## src/rtl/txd_chain_walker.sv

```systemverilog
module txd_chain_walker #(
  parameter int CHAIN_SEL = 0
) (
  input  logic        clk,
  input  logic        rst_n,
  input  logic        kick,
  input  logic [39:0] tbl_base,
  output logic        mem_rd,
  output logic        mem_wr,
  output logic [39:0] mem_addr,
  output logic [7:0]  mem_be,
  output logic [63:0] mem_wdata,
  input  logic [63:0] mem_rdata,
  output logic        xfer_req,
  output logic [39:0] xfer_addr,
  output logic [11:0] xfer_len,
  input  logic        xfer_ack
);
  localparam logic [39:0] TBL_OFS = 40'(CHAIN_SEL * 8);
  localparam logic [39:0] STEP    = 40'd8;

  typedef enum logic [2:0] {IDLE, FETCH, DECODE, MOVE, RETIRE} st_t;

  st_t         st;
  logic [39:0] cur;
  logic [39:0] dptr;
  logic [11:0] dlen;
  logic        ddie;
  logic        started;
  logic        pend;

  wire [3:0]  code   = mem_rdata[23:20];
  wire [39:0] rd_ptr = {mem_rdata[31:24], mem_rdata[63:32]};
  wire [11:0] rd_len = mem_rdata[11:0];
  wire        go     = kick | pend;

  logic unused_bits;
  assign unused_bits = ^{mem_rdata[18:16], mem_rdata[15:12]};

  always_ff @(posedge clk) begin
    if (!rst_n) begin
      st      <= IDLE;
      cur     <= '0;
      dptr    <= '0;
      dlen    <= '0;
      ddie    <= 1'b0;
      started <= 1'b0;
      pend    <= 1'b0;
    end else begin
      case (st)
        IDLE: if (go) begin
          pend <= 1'b0;
          st   <= FETCH;
          if (!started) begin
            cur     <= tbl_base + TBL_OFS;
            started <= 1'b1;
          end
        end
        FETCH: st <= DECODE;
        DECODE: begin
          dptr <= rd_ptr;
          dlen <= rd_len;
          ddie <= mem_rdata[19];
          case (code)
            4'h0, 4'hE: begin
              cur <= rd_ptr;
              st  <= FETCH;
            end
            4'h8:    st <= (rd_len == 12'd0) ? RETIRE : MOVE;
            default: st <= IDLE;
          endcase
        end
        MOVE: if (xfer_ack) st <= RETIRE;
        RETIRE: begin
          cur <= cur + STEP;
          st  <= FETCH;
        end
        default: st <= IDLE;
      endcase
      if (kick && st != IDLE) pend <= 1'b1;
    end
  end

  assign mem_rd    = (st == FETCH);
  assign mem_wr    = (st == RETIRE);
  assign mem_addr  = cur;
  assign mem_be    = mem_wr ? 8'h04 : 8'h00;
  assign mem_wdata = {40'd0, 4'h4, ddie, 3'b000, 16'd0};
  assign xfer_req  = (st == MOVE);
  assign xfer_addr = dptr;
  assign xfer_len  = dlen;
endmodule

```

## config.mk

```make
export PLATFORM = sky130hd
export DESIGN_NAME = txd_chain_walker
export DESIGN_NICKNAME = d
export VERILOG_FILES = /design/src/rtl/txd_chain_walker.sv
export SDC_FILE = /design/constraint.sdc
export NUM_CORES = 1
export LEC_CHECK = 0
export ABC_AREA = 0
export BUFFER_PORTS_ARGS = -buffer_cell sky130_fd_sc_hd__buf_2
export CORE_ASPECT_RATIO = 2
export CORE_MARGIN = 4
export CORE_UTILIZATION = 29
export DETAILED_ROUTE_END_ITERATION = 16
export GPL_TIMING_DRIVEN = 0
export PLACE_DENSITY = 0.58
export RECOVER_POWER = 25
export REMOVE_ABC_BUFFERS = 1
export SYNTH_ARGS = -nofsm -noshare
export SYNTH_HDL_FRONTEND = slang
export SYNTH_SLANG_ARGS = --single-unit
```

## constraint.sdc

```tcl
create_clock -name clk -period 1.9 [get_ports clk]
set_input_delay 0.19 -clock clk [delete_from_list [all_inputs] [get_ports clk]]
set_output_delay 0.19 -clock clk [all_outputs]
set_load 0.01 [all_outputs]
```

==> results.toml, run 1 <==
[setup_path]
cpMaxStageDelayCell = "or3b_4"
r2r_end = "mem_addr[35]"
crit_arrival_ns = 2.27
cp_max_fo = 8
worstSetupStartpointType = "flip-flop"
reg2reg_slack_ns = -0.13
crit_buf_inv = 4
worstPathCellList = "or3b_4 > buf_12 > clkinvlp_4 > buf_12 > nor2_4 > buf_6 > a22o_1 > a32oi_1 > o221ai_1"
crit_top_cell = "buf_12"
worst_r2r_path_depth = 9
critPathKind = "reg -> reg"
critPathCaptureType = "flip-flop"
slowest_delay_ns = 0.43
required_ns = 2.14
cp_top_family = "buffers and inverters"
worstReg2RegStart = "st[0]"

[cells_and_area]
postLayoutCellArea_um2 = 7600
fillers = 2005
drive_gt1_share_pct = 32.0
fin_nets = 1070
fin_cells = 1220
area_delta_synth_final_pct = 38.7

[drt]
drt_iter0_markers = 378
drt.antenna.violating_nets = 0
first_pass_iters = 5
wl_per_cell_um = 19.3
num_vias = 6246
vias_per_cell = 5.12
totalWireLength_um = 23600
drcViolationCount = 0

[timing]
setup_ws_ns = -0.133
post-route-period-util_pct = 107
fmax_mhz = 492
rsz0062_at_grt = "yes"
hold_slack_ns = 0.0601
finalHoldViolations = 0
max-slew-margin-rel_pct = 37.7
tightest_slew_ns = 0.934
finalCriticalPeriod_ns = 2.03
final_max_slew_viol_count = 0
finClkSkew_ns = 0.00634
setup_viol = 17

[cts]
cts_max_path_buffers = 2
cts-root-buf = "clkbuf_16"
htree_levels = 3
clock_latency_ns = 0.36
numCtsBuffers = 9
numClockSinks = 98
cts_hold_buf = 0
clkTransAtPathRegs_ns = 0.07
tritoncts = "done"

[placement]
gp_congestion = 0.836
pre_cts_slack_ns = -1.61
postPlaceCellArea_um2 = 6420
dp_hpwl_um = 15000
dp_cells = 1143
io_buffers = 197

[grt]
grt_antenna_before_repair = 3
grt_pass1_wl_um = 33400
grtUsageTotal_pct = 20.2
grt_pass1_vias = 5880
gr-total-overflow = 0
grt_max_degree = 79

[synthesis]
synth_cell_types = 66
synth.avg_cell_area_um2 = 7.39
synth_top_area_cell = "dfxtp_1"
ys.flop_type = "dfxtp_1"
ys_ff_latch = 98
synthTopCellsByCount = "nand2_1, dfxtp_1, a21oi_1"
yosysMostFrequentCell = "nand2_1"
yosysWarnings = 0
async_reset_ff_share_pct = 0
syn_inst = 742
ys_top_cells_by_area = "dfxtp_1, nand2_1, buf_4"
synth-edff-count = 0
syn-cell-area_um2 = 5480
synth_top_area_share_pct = 35.8
yosysSeqAreaShare_pct = 35.8

[pwr]
power_switching_mw = 1.95
switching_share_pct = 32.7
pwr-share-comb_pct = 24.2
p_clk_share_pct = 34.7
pwr_density_cell_nw_per_um2 = 786
power_mw = 5.98
p_seq_share_pct = 41.1
irDropWorstVdd_uv = 399
p_int_mw = 4.03
p_leak_nw = 3.21

[outcome]
failed_checks = "setup timing"
status = "finished, violations left"

[die]
die_area_um2 = 21300
initial_utilization_pct = 29.7
coreArea_um2 = 18500
num_io_pins = 275
rows = 70
die_x_um = 105
die_h_um = 202

[min_path]
hold_class = "in -> reg"
hold_start = "mem_rdata[19]"
min_to = "ddie"
holdPathStages = 3

[run]
maxCapViolCount = 0
repair_timing:
item / CTS / global route
buffers inserted: 39 / 14
cloned: 4 / 4
endpoints found under the setup margin: 96 / 37
pin swaps: 15 / 22
gates resized for setup: 74 / 43
endpoints found under the hold margin: 0 / 0
how the worst max path moves through the flow:
stage              endpoint  start  depth (start not counted)  slack (ns)
3_5_place_dp   mem_addr[31]  st[0]                          6       -1.61
5_1_grt        mem_addr[35]  st[0]                          9       -0.18
4_1_cts        mem_addr[35]  st[0]                          9       -0.12
6_report       mem_addr[35]  st[0]                          9       -0.13
2_1_floorplan  mem_addr[35]  st[1]                          5       -2.16
3_3_place_gp   mem_addr[26]  st[1]                          5       -5.78
metrics by stage:
step / TNS (ns) / util (%)
after CTS: -0.984 / 39.8
after global routing: -2.41 / 41.2
after floorplan: -119.57 / -
after detailed placement: -65.96 / 34.7
final: -1.27 / 41.2
after global placement: -335.64 / 34.1
tightest hold or removal path, cell delays in order:
cell and delay [ns]:
buf_2 0.09, nand2_1 0.04, a21oi_1 0.05
power groups by stage:
stage / Combinational, mW / Clock (mW) / Sequential (mW)
2_1_floorplan: 0.585 / 0 / 2.52
3_3_place_gp: 1.20 / 0 / 2.48
3_5_place_dp: 1.23 / 0 / 2.50
4_1_cts: 1.39 / 2.11 / 2.44
5_1_grt: 1.57 / 2.19 / 2.48
6_report: 1.45 / 2.07 / 2.46
routing by layer:
layer / vias to the layer above / share of wire [%] / global-route usage, %
met1: 2916 / 35 / 21.0
met4: 0 / 5.2 / 11.4
met3: 65 / 7.1 / 3.82
met2: 314 / 53 / 37.3
met5: - / 0 / 0
li1: 2951 / - / -
sequential cells by signal (all words and copies together) (netlist names):
signal     cells
mem_addr      40
xfer_addr     40
xfer_len      12
st             3
ddie           1
pend           1
started        1
placed cells by master (no fill, tap or decap), drive strengths merged, types with 8 or more instances in the layout:
cell type | Yosys | routed
nand3 | 30 | 30
clkbuf | 39 | 58
nand2 | 157 | 157
inv | 10 | 9
a22o | 8 | 8
nor2b | 8 | 8
a21oi | 78 | 78
o21ai | 32 | 32
dfxtp | 98 | 98
buf | 82 | 210
conb | 2 | 70
o22ai | 8 | 8
nor4 | 12 | 12
nor2 | 32 | 33
nand4 | 21 | 21
nor3 | 16 | 16
a31oi | 10 | 10
cell type report:
type | count | area [um^2] | area share (%)
timing repair buffer | 255 | 1540 | 20.2
antenna | 3 | 7.51 | 0.0987
timing repair inverter | 1 | 7.51 | 0.0987
clock buffer | 13 | 260 | 3.42
multi-input combinational | 586 | 3360 | 44.2
sequential | 98 | 2010 | 26.4
inverter | 10 | 43.8 | 0.576
clock inverter | 2 | 60.1 | 0.790
tap | 252 | 315 | 4.15
logic make-up after synthesis:
| kind of cell | share of synthesized area [%] |
|---|---|
| buffers and inverters | 14.0 |
| other | 0.137 |
| and+or+nand+nor | 26.6 |
| adders and majority gates | 0.228 |
| DFF | 35.8 |
| AOI/OAI and AO/OA | 23.0 |
| xor gates and xnor gates | 0.160 |
Power figures use the tool's default switching activity.
==> run 2: changes to the inputs <==
Settings changed: REMOVE_ABC_BUFFERS 1 to default.
==> results.toml, run 2 (synthesis results as in run 1) <==
[outcome]
status = "finished, violations left"
failed_checks = "setup timing"

[setup_path]
reg2reg_slack_ns = -0.21
worstPathCellList = "nand4_1 > or4_4 > buf_8 > or3_4 > a22o_1 > a22o_1"
worstReg2RegStart = "mem_addr[4]"
crit_top_cell = "a22o_1"
worstSetupStartpointType = "flip-flop"
r2r_end = "mem_addr[24]"
cpMaxStageDelayCell = "or4_4"
slowest_delay_ns = 0.55
worst_r2r_path_depth = 6
critPathKind = "reg -> reg"
required_ns = 2.14
cp_max_fo = 6
critPathCaptureType = "flip-flop"
crit_arrival_ns = 2.36

[pwr]
switching_share_pct = 31.9
pwr-share-comb_pct = 25.8
irDropWorstVdd_uv = 509
pwr_density_cell_nw_per_um2 = 772
p_seq_share_pct = 39.8
p_int_mw = 4.22
p_leak_nw = 3.60
p_clk_share_pct = 34.4
power_switching_mw = 1.98

[grt]
gr-total-overflow = 0
grt_max_degree = 16
grt_antenna_before_repair = 2
grtUsageTotal_pct = 22.7
grt_pass1_wl_um = 36900
grt_pass1_vias = 6550

[drt]
first_pass_iters = 5
vias_per_cell = 5.02
drt.antenna.violating_nets = 0
drt_iter0_markers = 327
num_vias = 6547
wl_per_cell_um = 19.6
drcViolationCount = 0
totalWireLength_um = 25500

[min_path]
min_to = "xfer_len[2]"
hold_start = "mem_rdata[2]"
holdPathStages = 3
hold_class = "in -> reg"

[die]
coreArea_um2 = 18500
initial_utilization_pct = 29.7
num_io_pins = 275
die_x_um = 105
rows = 70
die_area_um2 = 21300
die_h_um = 202

[cells_and_area]
fin_nets = 1155
area_delta_synth_final_pct = 46.2
final_cell_mix = "buf_2, nand2_1, buf_4"
final_common_cell = "buf_2"
drive_gt1_share_pct = 35.5
final_core_util_pct = 43.4

[cts]
cts_hold_buf = 0
clkTransAtPathRegs_ns = 0.07
cts-root-buf = "clkbuf_16"
htree_levels = 3
numClockSinks = 98
cts_max_path_buffers = 2
numCtsBuffers = 9
clock_latency_ns = 0.36
tritoncts = "done"

[run]
maxCapViolCount = 0

[timing]
final_max_slew_viol_count = 0
finalHoldViolations = 0
max-slew-margin-rel_pct = 49.8
setup_viol = 17
tightest_slew_ns = 0.754
setup_tns_ns = -1.13
post-route-period-util_pct = 111
finClkSkew_ns = 0.0120
finalCriticalPeriod_ns = 2.11
fmax_mhz = 473
rsz0062_at_grt = "yes"
hold_slack_ns = 0.0766
setup_ws_ns = -0.213

[placement]
dp_hpwl_um = 19600
gp_congestion = 0.942
io_buffers = 196
[run 2: cell type report]
| cell class | count | area, um^2 |
|---|---|---|
| antenna | 2 | 5.00 |
| buffer | 114 | 811 |
| multi-input combinational | 581 | 3280 |
| tap | 252 | 315 |
| clock inverter | 3 | 90.1 |
| sequential | 98 | 2010 |
| inverter | 10 | 37.5 |
| timing repair buffer | 232 | 1220 |
| fill | 1955 | 10500 |
| clock buffer | 11 | 243 |
[run 2: power by group through the flow]
stage	sequential [mW]	combinational, mW	clock, mW
3_5_place_dp	2.49	1.45	0
6_report	2.47	1.60	2.13
5_1_grt	2.49	1.73	2.21
2_1_floorplan	2.52	0.757	0
4_1_cts	2.45	1.58	2.17
3_3_place_gp	2.48	1.44	0
[run 2: worst max path at each step]
stage,from,to,slack (ns),cells past startpoint
4_1_cts,mem_addr[3],mem_addr[24],-0.22,6
6_report,mem_addr[4],mem_addr[24],-0.21,6
3_3_place_gp,st[1],mem_addr[4],-1.58,5
5_1_grt,mem_addr[3],mem_addr[24],-0.23,6
2_1_floorplan,st[2],mem_addr[30],-0.14,7
3_5_place_dp,st[1],mem_addr[4],-1.57,5
[run 2: stage by stage]
| step | worst slack (ns) | power (mW) | area, um^2 | cells |
|---|---|---|---|---|
| finish | -0.213 | 6.19 | 8020 | 1303 |
| global route | -0.227 | 6.43 | 8020 | 1303 |
| detailed placement | -1.57 | 3.94 | 7090 | 1258 |
| global placement | -1.58 | 3.92 | 7090 | 1258 |
| floorplan | -0.143 | 3.28 | 5790 | 810 |
| CTS | -0.222 | 6.20 | 7920 | 1298 |
[run 2: repair_timing]
item                                    in CTS  in global routing
resized for setup                           97                 38
setup buffers                               29                  6
endpoints found under the setup margin      98                 72
cloned                                       1                  0
pin swaps                                   14                  9
[run 2: worst max-delay path, delay by kind of cell, from the launching register on]
family / cells / cell delay, ns
flip-flops: 1 / 0.38
AND/OR/NAND/NOR: 3 / 1.06
buffers and inverters: 1 / 0.15
AO/OA/AOI/OAI: 2 / 0.41
[run 2: metal layers]
metal  global-route usage (%)  vias up  routed length (um)
met1                     20.6     2969                8240
met4                     15.2        0                1760
met3                     5.22       98                1900
met5                        0        -                   0
li1                         -     3121                   -
met2                     43.7      359               13600
==> run 3: changes to the inputs <==
--- a/config.mk
+++ b/config.mk
@@ -10,9 +10,10 @@
 export CORE_ASPECT_RATIO = 2
 export CORE_MARGIN = 4
-export CORE_UTILIZATION = 29
+export CORE_UTILIZATION = 30
 export DETAILED_ROUTE_END_ITERATION = 16
 export GPL_TIMING_DRIVEN = 0
-export PLACE_DENSITY = 0.58
+export PLACE_DENSITY = 0.6
 export RECOVER_POWER = 25
+export REMOVE_ABC_BUFFERS = 1
 export SYNTH_ARGS = -nofsm -noshare
 export SYNTH_HDL_FRONTEND = slang
==> constraint.sdc (replaced) <==
create_clock -name clk -period 1.9 [get_ports clk]
set_input_delay 0.285 -clock clk [delete_from_list [all_inputs] [get_ports clk]]
set_output_delay 0.285 -clock clk [all_outputs]
set_load 0.01 [all_outputs]
==> results.toml, run 3 (synthesis results as in run 1) <==
[grt]
grt_pass1_vias = 5971
grt_max_degree = 79
grt_pass1_wl_um = 33400
grtUsageTotal_pct = 20.7
grt_antenna_before_repair = 1
gr-total-overflow = 0

[run]
maxCapViolCount = 0

[pwr]
pwr-share-comb_pct = 25.0
pwr_density_cell_nw_per_um2 = 777
p_clk_share_pct = 33.8
p_int_mw = 4.00
switching_share_pct = 32.8
p_seq_share_pct = 41.2
power_mw = 5.95
power_switching_mw = 1.95
irDropWorstVdd_uv = 399
p_leak_nw = 3.26

[setup_path]
required_ns = 2.21
critPathKind = "reg -> reg"
critPathCaptureType = "flip-flop"
worstSetupStartpointType = "flip-flop"
cp_max_fo = 4
crit_arrival_ns = 2.34

[cells_and_area]
drive_gt1_share_pct = 32.9
insertedDiodeCount = 0
area_delta_synth_final_pct = 39.6
final_cell_mix = "nand2_1, buf_2, a21oi_1, dfxtp_1, conb_1"
fin_nets = 1074

[drt]
wl_per_cell_um = 19.4
num_vias = 6233
first_pass_iters = 7
totalWireLength_um = 23000
drcViolationCount = 0
drt_iter0_markers = 272
vias_per_cell = 5.27
drt.antenna.violating_nets = 0

[die]
die_h_um = 199
die_area_um2 = 20600
num_io_pins = 275
initial_utilization_pct = 30.7
die_x_um = 104
coreArea_um2 = 17900
rows = 69

[timing]
setup_ws_ns = -0.133
setup_viol = 5
setup_tns_ns = -0.371
tightest_slew_ns = 0.927
rsz0062_at_grt = "yes"
finalCriticalPeriod_ns = 2.03
max-slew-margin-rel_pct = 38.2
final_max_slew_viol_count = 0
fmax_mhz = 492
finalHoldViolations = 0
post-route-period-util_pct = 107
finClkSkew_ns = 0.0125

[placement]
io_buffers = 197
gp_congestion = 0.870
dp_hpwl_um = 15000

[cts]
htree_levels = 3
clkTransAtPathRegs_ns = 0.08
numClockSinks = 98
clock_latency_ns = 0.36
tritoncts = "done"
cts-root-buf = "clkbuf_16"
numCtsBuffers = 9
cts_max_path_buffers = 2
cts_hold_buf = 0

[outcome]
failed_checks = "setup timing"
status = "finished, violations left"

[min_path]
hold_class = "in -> reg"
[run 3: changes by cell type in the layout (fill, tap and decap cells not counted), moves of 4 or more]
| cell | delta |
|---|---|
| clkbuf_1 | -11 |
| clkbuf_2 | -8 |
| clkbuf_8 | -6 |
| buf_4 | -63 |
| buf_6 | +8 |
| nand3_2 | +4 |
| clkbuf_4 | -7 |
| nor3_1 | -5 |
| buf_2 | -5 |
[run 3: worst paths after layout]
check,startpoint,end,slack (ns),cells past startpoint
worst max-delay path,st[0],mem_addr[30],-0.13,5
worst min-delay path,mem_rdata[19],ddie,0.16,3
worst max register to register,st[0],mem_addr[30],-0.13,5
worst min register to register,xfer_len[4],xfer_len[4],0.45,2
[run 3: power by group through the flow]
stage	Clock (mW)	Combinational, mW	Sequential, mW
6_report	2.01	1.49	2.45
5_1_grt	2.11	1.62	2.48
4_1_cts	2.05	1.42	2.44
3_5_place_dp	0	1.25	2.50
3_3_place_gp	0	1.20	2.48
2_1_floorplan	0	0.585	2.52
[run 3: layer usage]
| metal | share of wire (%) | vias to the layer above | global-route usage [%] |
|---|---|---|---|
| met2 | 55 | 282 | 41.0 |
| met5 | 0.030 | - | 0 |
| met3 | 7.0 | 52 | 3.27 |
| li1 | - | 2960 | - |
| met1 | 34 | 2937 | 21.1 |
| met4 | 3.8 | 2 | 9.81 |
[run 3: cell type report]
cell class / count / area (um^2)
Multi-Input combinational cell: 585 / 3420
Timing Repair inverter: 1 / 7.51
Sequential cell: 98 / 2010
Tap cell: 213 / 267
Inverter: 10 / 43.8
Clock inverter: 4 / 76.3
Clock buffer: 12 / 236
Timing Repair Buffer: 260 / 1600
Fill cell: 1914 / 10200
[run 3: critical path: stages, from the launching register on]
cell and delay [ns]:
dfxtp_4 0.36, or3b_4 0.45, or4_4 0.54, or4_4 0.44, nand3_2 0.09, a32o_2 0.11
[run 3: repair_timing]
action,in CTS,in global routing
endpoints found under the hold margin,0,0
setup endpoints to repair,70,39
pin swaps,18,21
gates resized for setup,67,62
gates cloned,5,2
buffers inserted,41,14
[run 3: stage by stage]
step	cell area [um^2]	utilization (%)	hold slack [ns]	worst slack, ns	instances
final	7660	42.8	0.164	-0.133	1183
after CTS	7320	41.0	0.158	-0.129	1167
after global routing	7660	42.8	0.183	-0.173	1183
after floorplan	5010	-	0.403	-2.16	689
after detailed placement	6410	35.8	0.443	-1.62	1105
after global placement	6260	35.0	0.439	-5.81	1099
